$ cat src/rtl/stamp_pkg.sv
package stamp_pkg;
  localparam int SEC_W_DEF  = 40;
  localparam int TICK_W_DEF = 32;
  localparam int SYNC_DEF   = 2;

  typedef enum logic [1:0] {
    PISO_IDLE  = 2'd0,
    PISO_SHIFT = 2'd1,
    PISO_DONE  = 2'd2
  } piso_state_e;
endpackage

$ cat src/rtl/stamp_rst_sync.sv
module stamp_rst_sync #(
  parameter int STAGES = 2
) (
  input  logic clk,
  input  logic rst_n,
  output logic rst_n_sync
);
  logic [STAGES-1:0] chain_q;
  logic [STAGES-1:0] chain_d;

  always_comb begin
    chain_d = {chain_q[STAGES-2:0], 1'b1};
  end

  always_ff @(posedge clk or negedge rst_n) begin
    if (!rst_n) chain_q <= '0;
    else        chain_q <= chain_d;
  end

  assign rst_n_sync = chain_q[STAGES-1];
endmodule

$ cat src/rtl/pps_edge_detect.sv
module pps_edge_detect #(
  parameter int STAGES = 2
) (
  input  logic clk,
  input  logic rst_n,
  input  logic pps_n,
  output logic pps_stb
);
  logic [STAGES-1:0] sync_q;
  logic [STAGES-1:0] sync_d;
  logic              last_q;

  // synchroniser chain, one flop per stage
  for (genvar i = 0; i < STAGES; i++) begin : g_stage
    if (i == 0) begin : g_first
      always_comb sync_d[i] = pps_n;
    end else begin : g_next
      always_comb sync_d[i] = sync_q[i-1];
    end
    always_ff @(posedge clk or negedge rst_n) begin
      if (!rst_n) sync_q[i] <= 1'b1;
      else        sync_q[i] <= sync_d[i];
    end
  end

  always_ff @(posedge clk or negedge rst_n) begin
    if (!rst_n) last_q <= 1'b1;
    else        last_q <= sync_q[STAGES-1];
  end

  // high for one cycle after a synchronised high-to-low transition
  assign pps_stb = last_q & ~sync_q[STAGES-1];
endmodule

$ cat src/rtl/sec_time_base.sv
module sec_time_base #(
  parameter int SEC_W  = 40,
  parameter int TICK_W = 32
) (
  input  logic              clk,
  input  logic              rst_n,
  input  logic              sec_load,
  input  logic [SEC_W-1:0]  sec_load_val,
  input  logic              pps_stb,
  output logic [SEC_W-1:0]  cur_sec,
  output logic [TICK_W-1:0] tick_cnt,
  output logic [SEC_W-1:0]  stamp_sec,
  output logic [TICK_W-1:0] stamp_tick
);
  localparam logic [TICK_W-1:0] TICK_MAX = '1;

  logic [SEC_W-1:0]  pend_q, pend_d;
  logic [SEC_W-1:0]  sec_q,  sec_d;
  logic [TICK_W-1:0] tick_q, tick_d;
  logic              pend_en, sec_en;

  always_comb begin
    pend_en = sec_load;
    pend_d  = sec_load_val;
    sec_en  = pps_stb;
    sec_d   = pend_q;
    if (pps_stb)                tick_d = '0;
    else if (tick_q == TICK_MAX) tick_d = tick_q;
    else                         tick_d = tick_q + 1'b1;
  end

  always_ff @(posedge clk or negedge rst_n) begin
    if (!rst_n) begin
      pend_q <= '0;
      sec_q  <= '0;
      tick_q <= '0;
    end else begin
      if (pend_en) pend_q <= pend_d;
      if (sec_en)  sec_q  <= sec_d;
      tick_q <= tick_d;
    end
  end

  // in a strobe cycle the stamp already reflects the new second
  always_comb begin
    stamp_sec  = pps_stb ? pend_q : sec_q;
    stamp_tick = pps_stb ? '0     : tick_q;
  end

  assign cur_sec  = sec_q;
  assign tick_cnt = tick_q;
endmodule

$ cat src/rtl/stamp_piso.sv
module stamp_piso
  import stamp_pkg::*;
#(
  parameter int REC_W = 72
) (
  input  logic             clk,
  input  logic             rst_n,
  input  logic             event_in,
  input  logic [REC_W-1:0] rec_in,
  input  logic             shift_en,
  input  logic             ovr_clr,
  output logic             ser_out,
  output logic             busy,
  output logic             rec_done,
  output logic             overrun
);
  localparam int              CNT_W   = $clog2(REC_W + 1);
  localparam logic [CNT_W-1:0] CNT_FULL = CNT_W'(REC_W);
  localparam logic [CNT_W-1:0] CNT_ONE  = CNT_W'(1);

  piso_state_e      state_q, state_d;
  logic [REC_W-1:0] shreg_q, shreg_d;
  logic [CNT_W-1:0] cnt_q,   cnt_d;
  logic             ovr_q,   ovr_d;
  logic             accept, step, drop;

  always_comb begin
    accept  = event_in && (state_q != PISO_SHIFT);
    drop    = event_in && (state_q == PISO_SHIFT);
    step    = (state_q == PISO_SHIFT) && shift_en;
    state_d = state_q;
    shreg_d = shreg_q;
    cnt_d   = cnt_q;
    if (accept) begin
      state_d = PISO_SHIFT;
      shreg_d = rec_in;
      cnt_d   = CNT_FULL;
    end else if (step) begin
      shreg_d = {shreg_q[REC_W-2:0], 1'b0};
      cnt_d   = cnt_q - 1'b1;
      if (cnt_q == CNT_ONE) state_d = PISO_DONE;
    end
    if (drop)         ovr_d = 1'b1;
    else if (ovr_clr) ovr_d = 1'b0;
    else              ovr_d = ovr_q;
  end

  always_ff @(posedge clk or negedge rst_n) begin
    if (!rst_n) begin
      state_q <= PISO_IDLE;
      shreg_q <= '0;
      cnt_q   <= '0;
      ovr_q   <= 1'b0;
    end else begin
      state_q <= state_d;
      if (accept || step) begin
        shreg_q <= shreg_d;
        cnt_q   <= cnt_d;
      end
      ovr_q <= ovr_d;
    end
  end

  assign busy     = (state_q == PISO_SHIFT);
  assign rec_done = (state_q == PISO_DONE);
  assign ser_out  = busy & shreg_q[REC_W-1];
  assign overrun  = ovr_q;
endmodule

$ cat src/rtl/pps_event_stamper.sv
module pps_event_stamper
  import stamp_pkg::*;
#(
  parameter int SEC_W       = SEC_W_DEF,
  parameter int TICK_W      = TICK_W_DEF,
  parameter int SYNC_STAGES = SYNC_DEF
) (
  input  logic              clk,
  input  logic              rst_n,
  input  logic              sec_load,
  input  logic [SEC_W-1:0]  sec_load_val,
  input  logic              pps_n,
  input  logic              event_in,
  input  logic              shift_en,
  input  logic              ovr_clr,
  output logic [SEC_W-1:0]  cur_sec,
  output logic [TICK_W-1:0] tick_cnt,
  output logic              ser_out,
  output logic              busy,
  output logic              rec_done,
  output logic              overrun
);
  localparam int REC_W = SEC_W + TICK_W;

  logic              rst_n_s;
  logic              pps_stb;
  logic [SEC_W-1:0]  stamp_sec;
  logic [TICK_W-1:0] stamp_tick;

  stamp_rst_sync #(.STAGES(2)) u_rst (
    .clk        (clk),
    .rst_n      (rst_n),
    .rst_n_sync (rst_n_s)
  );

  pps_edge_detect #(.STAGES(SYNC_STAGES)) u_pps (
    .clk     (clk),
    .rst_n   (rst_n_s),
    .pps_n   (pps_n),
    .pps_stb (pps_stb)
  );

  sec_time_base #(.SEC_W(SEC_W), .TICK_W(TICK_W)) u_tb (
    .clk          (clk),
    .rst_n        (rst_n_s),
    .sec_load     (sec_load),
    .sec_load_val (sec_load_val),
    .pps_stb      (pps_stb),
    .cur_sec      (cur_sec),
    .tick_cnt     (tick_cnt),
    .stamp_sec    (stamp_sec),
    .stamp_tick   (stamp_tick)
  );

  stamp_piso #(.REC_W(REC_W)) u_piso (
    .clk      (clk),
    .rst_n    (rst_n_s),
    .event_in (event_in),
    .rec_in   ({stamp_sec, stamp_tick}),
    .shift_en (shift_en),
    .ovr_clr  (ovr_clr),
    .ser_out  (ser_out),
    .busy     (busy),
    .rec_done (rec_done),
    .overrun  (overrun)
  );
endmodule

$ cat config.mk
export PLATFORM = sky130hd
export DESIGN_NAME = pps_event_stamper
export DESIGN_NICKNAME = d
export VERILOG_FILES = /design/src/rtl/stamp_pkg.sv /design/src/rtl/stamp_rst_sync.sv /design/src/rtl/pps_edge_detect.sv /design/src/rtl/sec_time_base.sv /design/src/rtl/stamp_piso.sv /design/src/rtl/pps_event_stamper.sv
export SDC_FILE = /design/constraint.sdc
export NUM_CORES = 1
export LEC_CHECK = 0
export BUFFER_PORTS_ARGS = -buffer_cell sky130_fd_sc_hd__buf_2
export CAP_MARGIN = 15
export CORE_MARGIN = 2
export CORE_UTILIZATION = 55
export CTS_CLUSTER_DIAMETER = 50
export CTS_CLUSTER_SIZE = 24
export DETAILED_ROUTE_END_ITERATION = 7
export PLACE_DENSITY = 0.75
export SLEW_MARGIN = 20
export SYNTH_ARGS = -nofsm -noshare
export SYNTH_HDL_FRONTEND = slang
export SYNTH_SLANG_ARGS = --single-unit
$ cat constraint.sdc
create_clock -name clk -period 8.6 [get_ports clk]
set_input_delay 1.72 -clock clk [delete_from_list [all_inputs] [get_ports clk]]
set_output_delay 1.72 -clock clk [all_outputs]
set_load 0.05 [all_outputs]
## After elaboration in Yosys (flattened, before gate mapping)

Cells that the tools add are included.

| cells by class | value |
|---|---|
| reductions and logical operators | 9 |
| $add $sub $neg | 2 |
| bitwise gates (word level) | 3 |
| mux-type cells | 13 |
| equality and inequality tests | 6 |

Operators with widths:

| operator | count |
|---|---|
| 72-bit two-way mux | 2 |
| 32-bit two-way mux | 3 |
| 40-bit two-way mux | 1 |
| 32-bit by 1-bit adder with 32-bit output (second input constant) | 1 |
| 32-bit == test (second input constant) | 1 |
| 7-bit two-way mux | 2 |
| 7-bit by 1-bit == test with 1-bit output (second input constant) | 1 |
| 7-bit by 1-bit subtractor with 7-bit output (second input constant) | 1 |
| 2-bit two-way mux | 3 |
| 2-bit nonzero test | 3 |
| 2-bit by 1-bit inequality test with 1-bit output (second input constant) | 2 |
| 2-bit AND reduction | 2 |
| 1-bit logical AND | 3 |
| 1-bit AND | 2 |
| 2-bit by 1-bit == test with 1-bit output (second input constant) | 1 |
| 2-bit == test (second input constant) | 1 |
| 1-bit two-way mux | 2 |
| 1-bit logical OR | 1 |
| 1-bit NOT | 1 |

| word-level totals | value |
|---|---|
| register bits after elaboration | 199 |
| input port bits | 47 |
| output and inout port bits | 76 |

## Logic depth before layout (Yosys ltp)

| logic depth | value |
|---|---|
| word-level depth | 4 |
| depth in mapped cells | 8 |
| gate-level depth less buffers | 6 |

## Modules after synthesis

From an unflattened synthesis, not the netlist that was laid out.

| second synthesis, totals | value |
|---|---|
| cells, all modules | 689 |
| area, all modules | 8,853.5 µm² |

Modules (own cells, without submodules):

| module | area each (µm²) | cells an instance | times used | sequential area each (µm²) |
|---|---|---|---|---|
| sec_time_base | 4,941.0 | 389 | 1 | 2,802.7 |
| stamp_piso | 3,766.1 | 293 | 1 | 2,052.0 |
| pps_edge_detect | 92.6 | 4 | 1 | 78.8 |
| stamp_rst_sync | 53.8 | 3 | 1 | 50.0 |

## Least setup slack after synthesis

Ideal clock, no wire load.

| timing | value |
|---|---|
| path type | register to output |
| start | register u_piso.state_q[0] |
| end | output port ser_out |
| data arrival time | 1.555 ns |
| path buffers | 1 |
| stages on the path, launching flop included | 4 |
| required time | 6.880 ns |
| path slack | 5.325 ns |
| cell sequence | dfrtp_1 -> nor2b_1 -> clkbuf_1 -> and2_1 |

| on the way | value |
|---|---|
| cells in the longest elaborated chain, start to end | 2 |

Ends and longest elaborated chain:

| what | RTL line | RTL |
|---|---|---|
| from (decl) | stamp_piso.sv:21 | `piso_state_e state_q, state_d;` |
| from (signal assigned) | stamp_piso.sv:55 | `state_q <= state_d;` |
| 2-bit by 1-bit == test with 1-bit output | stamp_piso.sv:64 | `assign busy = (state_q == PISO_SHIFT);` |
| net busy | pps_event_stamper.sv:19 | `output logic busy,` |
| 1-bit AND | stamp_piso.sv:66 | `assign ser_out = busy & shreg_q[REC_W-1];` |
| to (decl) | pps_event_stamper.sv:18 | `output logic ser_out,` |

The timed path passes the listed nets, and every way through them passes these cells.

## Final worst setup path

| timing | value |
|---|---|
| start | register u_piso.state_q[0] |
| end | output port ser_out |

| on the way | value |
|---|---|
| cells in the longest elaborated chain, start to end | 2 |

Ends and longest elaborated chain:

| what | RTL line |
|---|---|
| 2-bit by 1-bit == test with 1-bit output | stamp_piso.sv:64 |
| 1-bit AND | stamp_piso.sv:66 |

No other way between the ends.

==> reports/summary.log <==
[power] Max rail drop VDD 306 uV
[drt] total via count in the routed design 6506
[synth] sequential fraction of the synthesis area 58.8%
[worst_setup_path] Critical path buffers and inverters 1
[clock_tree] setup fix buffers added after clock tree synthesis 0
[worst_setup_path] type of the worst setup path flop to output port
[power] switching pwr 1050 uW
[power] switching share of total power 35.8%
[clock_tree] H-Tree Depth 4
[synth] synthesized netlist cell count 868
[sta] PnR worst setup slack 5.27 ns
[drt] total length of routed wires 18200 um
[synth] Syn Nets 918
[floorplanning] DIE HEIGHT 128 um
[drt] DRC violation total after the first TritonRoute iteration 601
[synth] flops & latches, synth 199
[placed_design] GPL Wtd Cong 0.856
[synth] number of unique standard cell types used by synthesis 51
[sta] Sum Neg Setup Slack 0 ns
[layout] top library cells by usage in the layout, fill and taps aside nand2_1, dfrtp_1, buf_2, nor2_1, a31oi_1
[clock_tree] maximum clock path buffer count 2
[synth] top-area cell type share of the netlist area 57.9%
[drt] uppermost layer routed met4
[clock_tree] later-pin clock latency in the skew report 0.43 ns
[synth] synth warn 0
[sta] maximum frequency from static timing analysis 0.300 GHz
[drt] routed length on met3 819 um
[power] PwrDens 299 nW/um^2
[sta] headroom to the max-slew limit 37.2%
[drt] final routed DRC violation total 0
[synth] ranking of synthesized cells by area dfrtp_1, nand2_1, mux2_2
[floorplanning] die boundary width 128 um
[synth] cell taking the most area after synthesis dfrtp_1
[clock_tree] CTS Root Buffer Type clkbuf_16
[sta] Setup Skew 0.00583 ns
[clock_tree] CTS sink count 199
[layout] most common cell after layout, fill and taps aside nand2_1
[grt] largest net degree at the start of global routing 87
[clock_tree] post_cts resized 0
[placed_design] final HPWL from detailed placement 11500 um
[worst_setup_path] critical path data arrival time 1.61 ns
[worst_setup_path] endpoint required time on the critical path 6.88 ns
[layout] final cell count without fillers 1167
[sta] Tightest Pin Transition 0.941 ns
[placed_design] cell count after placement 1134
[sta] endpoints failing setup 0
[grt] antenna violations before repair 1
[layout] number of nets in the final layout 1015
[sta] minimum clock period 3.33 ns
[drt] Wirelength per Cell 15.6 um
[grt] number of global-route vias before repair 6007
[grt] grt total ovfl 0
[synth] Post-synth EDFFs 0
[grt] total global routing track utilization 23.0%
[clock_tree] total clock buffers created by CTS 17
[drt] met2 routed WL 8350 um
[layout] share of post-route cells with drive strength above 1 22.5%
[drt] detailed-routing wirelength on met1 8810 um
[layout] number of filler cells placed in the layout 1228
[sta] Tcrit/Tclk final 38.7%
[synth] Cell Area, Synth 8470 sq um
[clock_tree] number of buffers inserted for hold repair after clock tree synthesis 0
[synth] main flop type after synthesis dfrtp_1
[drt] iteration count of the initial detailed-routing pass 5
[floorplanning] total die area 16400 sq um
[sta] unrepaired setup endpoints after global routing no
[power] share of total power in combinational logic 27.7%
[outcome] run status complete, no violations
[floorplanning] Starting Density 56.0%
[sta] final hold viol count 0
[layout] Sequential cell area 4990 sq um
[power] clock share of power 28.4%
[floorplanning] Floorplan Core Area 15100 sq um
[job] count of maximum capacitance violations 0
[synth] asr flop ratio synth 100%
[worst_setup_path] Worst Setup End Kind output port
[layout] area growth from synthesis to layout 16.0%
[grt] wire length of the first global-routing pass 30000 um
[hold_path] worst min-delay path category flop to asynchronous set/reset pin
[worst_setup_path] Setup crit start kind flop
[placed_design] port buffer count 122
[clock_tree] CTS tree built
[worst_setup_path] kind of cell with the highest combined delay on the critical path simple AND/OR/NAND/NOR gates
[drt] Antenna Violating Nets Remaining 0
[power] sequential share of power 44.0%
[layout] area of combinational cells with multiple inputs 3270 sq um
[power] cell internal pwr 1880 uW
[worst_setup_path] worst-path fanout max 7
[layout] core utilization of the finished layout 64.9%
[worst_setup_path] CP Cell Sequence nor2b_1, and2_1, buf_2
[floorplanning] count of boundary I/O pins 123
[synth] mean area per synthesized cell 9.76 sq um
[floorplanning] num rows 45
[power] leakage power 0.00487 uW
[sta] max-slew violation count 0
[worst_setup_path] Critical Path Slowest Stage Cell dfrtp_1
[worst_setup_path] slowest stage delay, CP 0.38 ns
[placed_design] Post-Place Setup Slack 5.28 ns
[drt] average via count per standard cell 5.57
[clock_tree] clock slew at reported path FFs 0.07 ns
[cells in the mapped netlist, types with 4 or more instances]
library cell / instances
nand2_1: 294
dfrtp_1: 196
nor2_1: 68
a31oi_1: 47
clkbuf_1: 46
mux2_2: 40
a22oi_1: 30
a21oi_1: 18
o21ai_0: 11
inv_1: 8
nand4_1: 8
xnor2_1: 8
nand3_1: 7
or4_1: 7
or3_1: 6
a41o_1: 4
and4_1: 4
buf_1: 4
nor3_1: 4
xor2_1: 4
[metal layers]
layer / global-route usage (%) / vias to the layer above
li1: - / 3148
met1: 34.1 / 3177
met2: 34.5 / 162
met3: 4.97 / 19
met4: 6.79 / 0
met5: 0 / -
[layout make-up]
type,count,area share [%]
tap,188,2.39
sequential,199,50.7
antenna,1,0.0255
clock inverter,13,1.73
timing repair buffer,131,6.94
multi-input combinational,608,33.3
inverter,8,0.305
clock buffer,19,4.61
[registers in the layout, summed over array words and instances (netlist names)]
name,count
u_piso.cnt_q,7
u_piso.overrun,1
u_piso.shreg_q,72
u_piso.state_q,2
u_pps.last_q,1
u_pps.sync_d,1
u_pps.sync_q,1
u_rst.chain_q,2
u_tb.cur_sec,40
u_tb.pend_q,40
u_tb.tick_cnt,32
[final timing paths]
| check | startpoint | endpoint | slack (ns) | cells past startpoint |
|---|---|---|---|---|
| max in group asynchronous | u_rst.chain_q[1] | u_piso.shreg_q[42] | 6.99 | 1 |
| worst min-delay path | u_rst.chain_q[1] | u_tb.cur_sec[39] | 0.33 | 0 |
| min in group clk | u_pps.sync_d[1] | u_pps.sync_q[1] | 0.35 | 0 |
| worst min register to register | u_rst.chain_q[1] | u_tb.cur_sec[39] | 0.33 | 0 |
| worst max register to register | u_tb.tick_cnt[3] | u_tb.tick_cnt[23] | 6.11 | 5 |
| worst max-delay path | u_piso.state_q[0] | ser_out | 5.27 | 3 |
[cell families after synthesis]
logic type,synth area share (%)
DFF,58.8
AOI/OAI and AO/OA,10.3
muxes,5.32
and+or+nand+nor,21.1
xor gates and xnor gates,1.24
buffers and inverters,2.78
other,0.0443
adders and majority gates,0.443
[power by group through the flow]
stage | registers [uW] | logic (uW) | clock network [uW]
2_1_floorplan | 1410 | 512 | 0
4_1_cts | 1290 | 821 | 847
3_3_place_gp | 1300 | 793 | 0
3_5_place_dp | 1300 | 821 | 0
5_1_grt | 1320 | 907 | 886
6_report | 1290 | 812 | 833
[per-stage QoR]
stage                     hold slack, ns  total power [uW]  area [sq um]
after floorplan                    0.331              1920          8470
final                              0.327              2940          9830
after CTS                          0.353              2960          9830
after detailed placement           0.340              2120          9200
after global routing               0.361              3110          9830
after global placement             0.337              2100          9200
No activity file was read; power rests on OpenSTA's default activity.
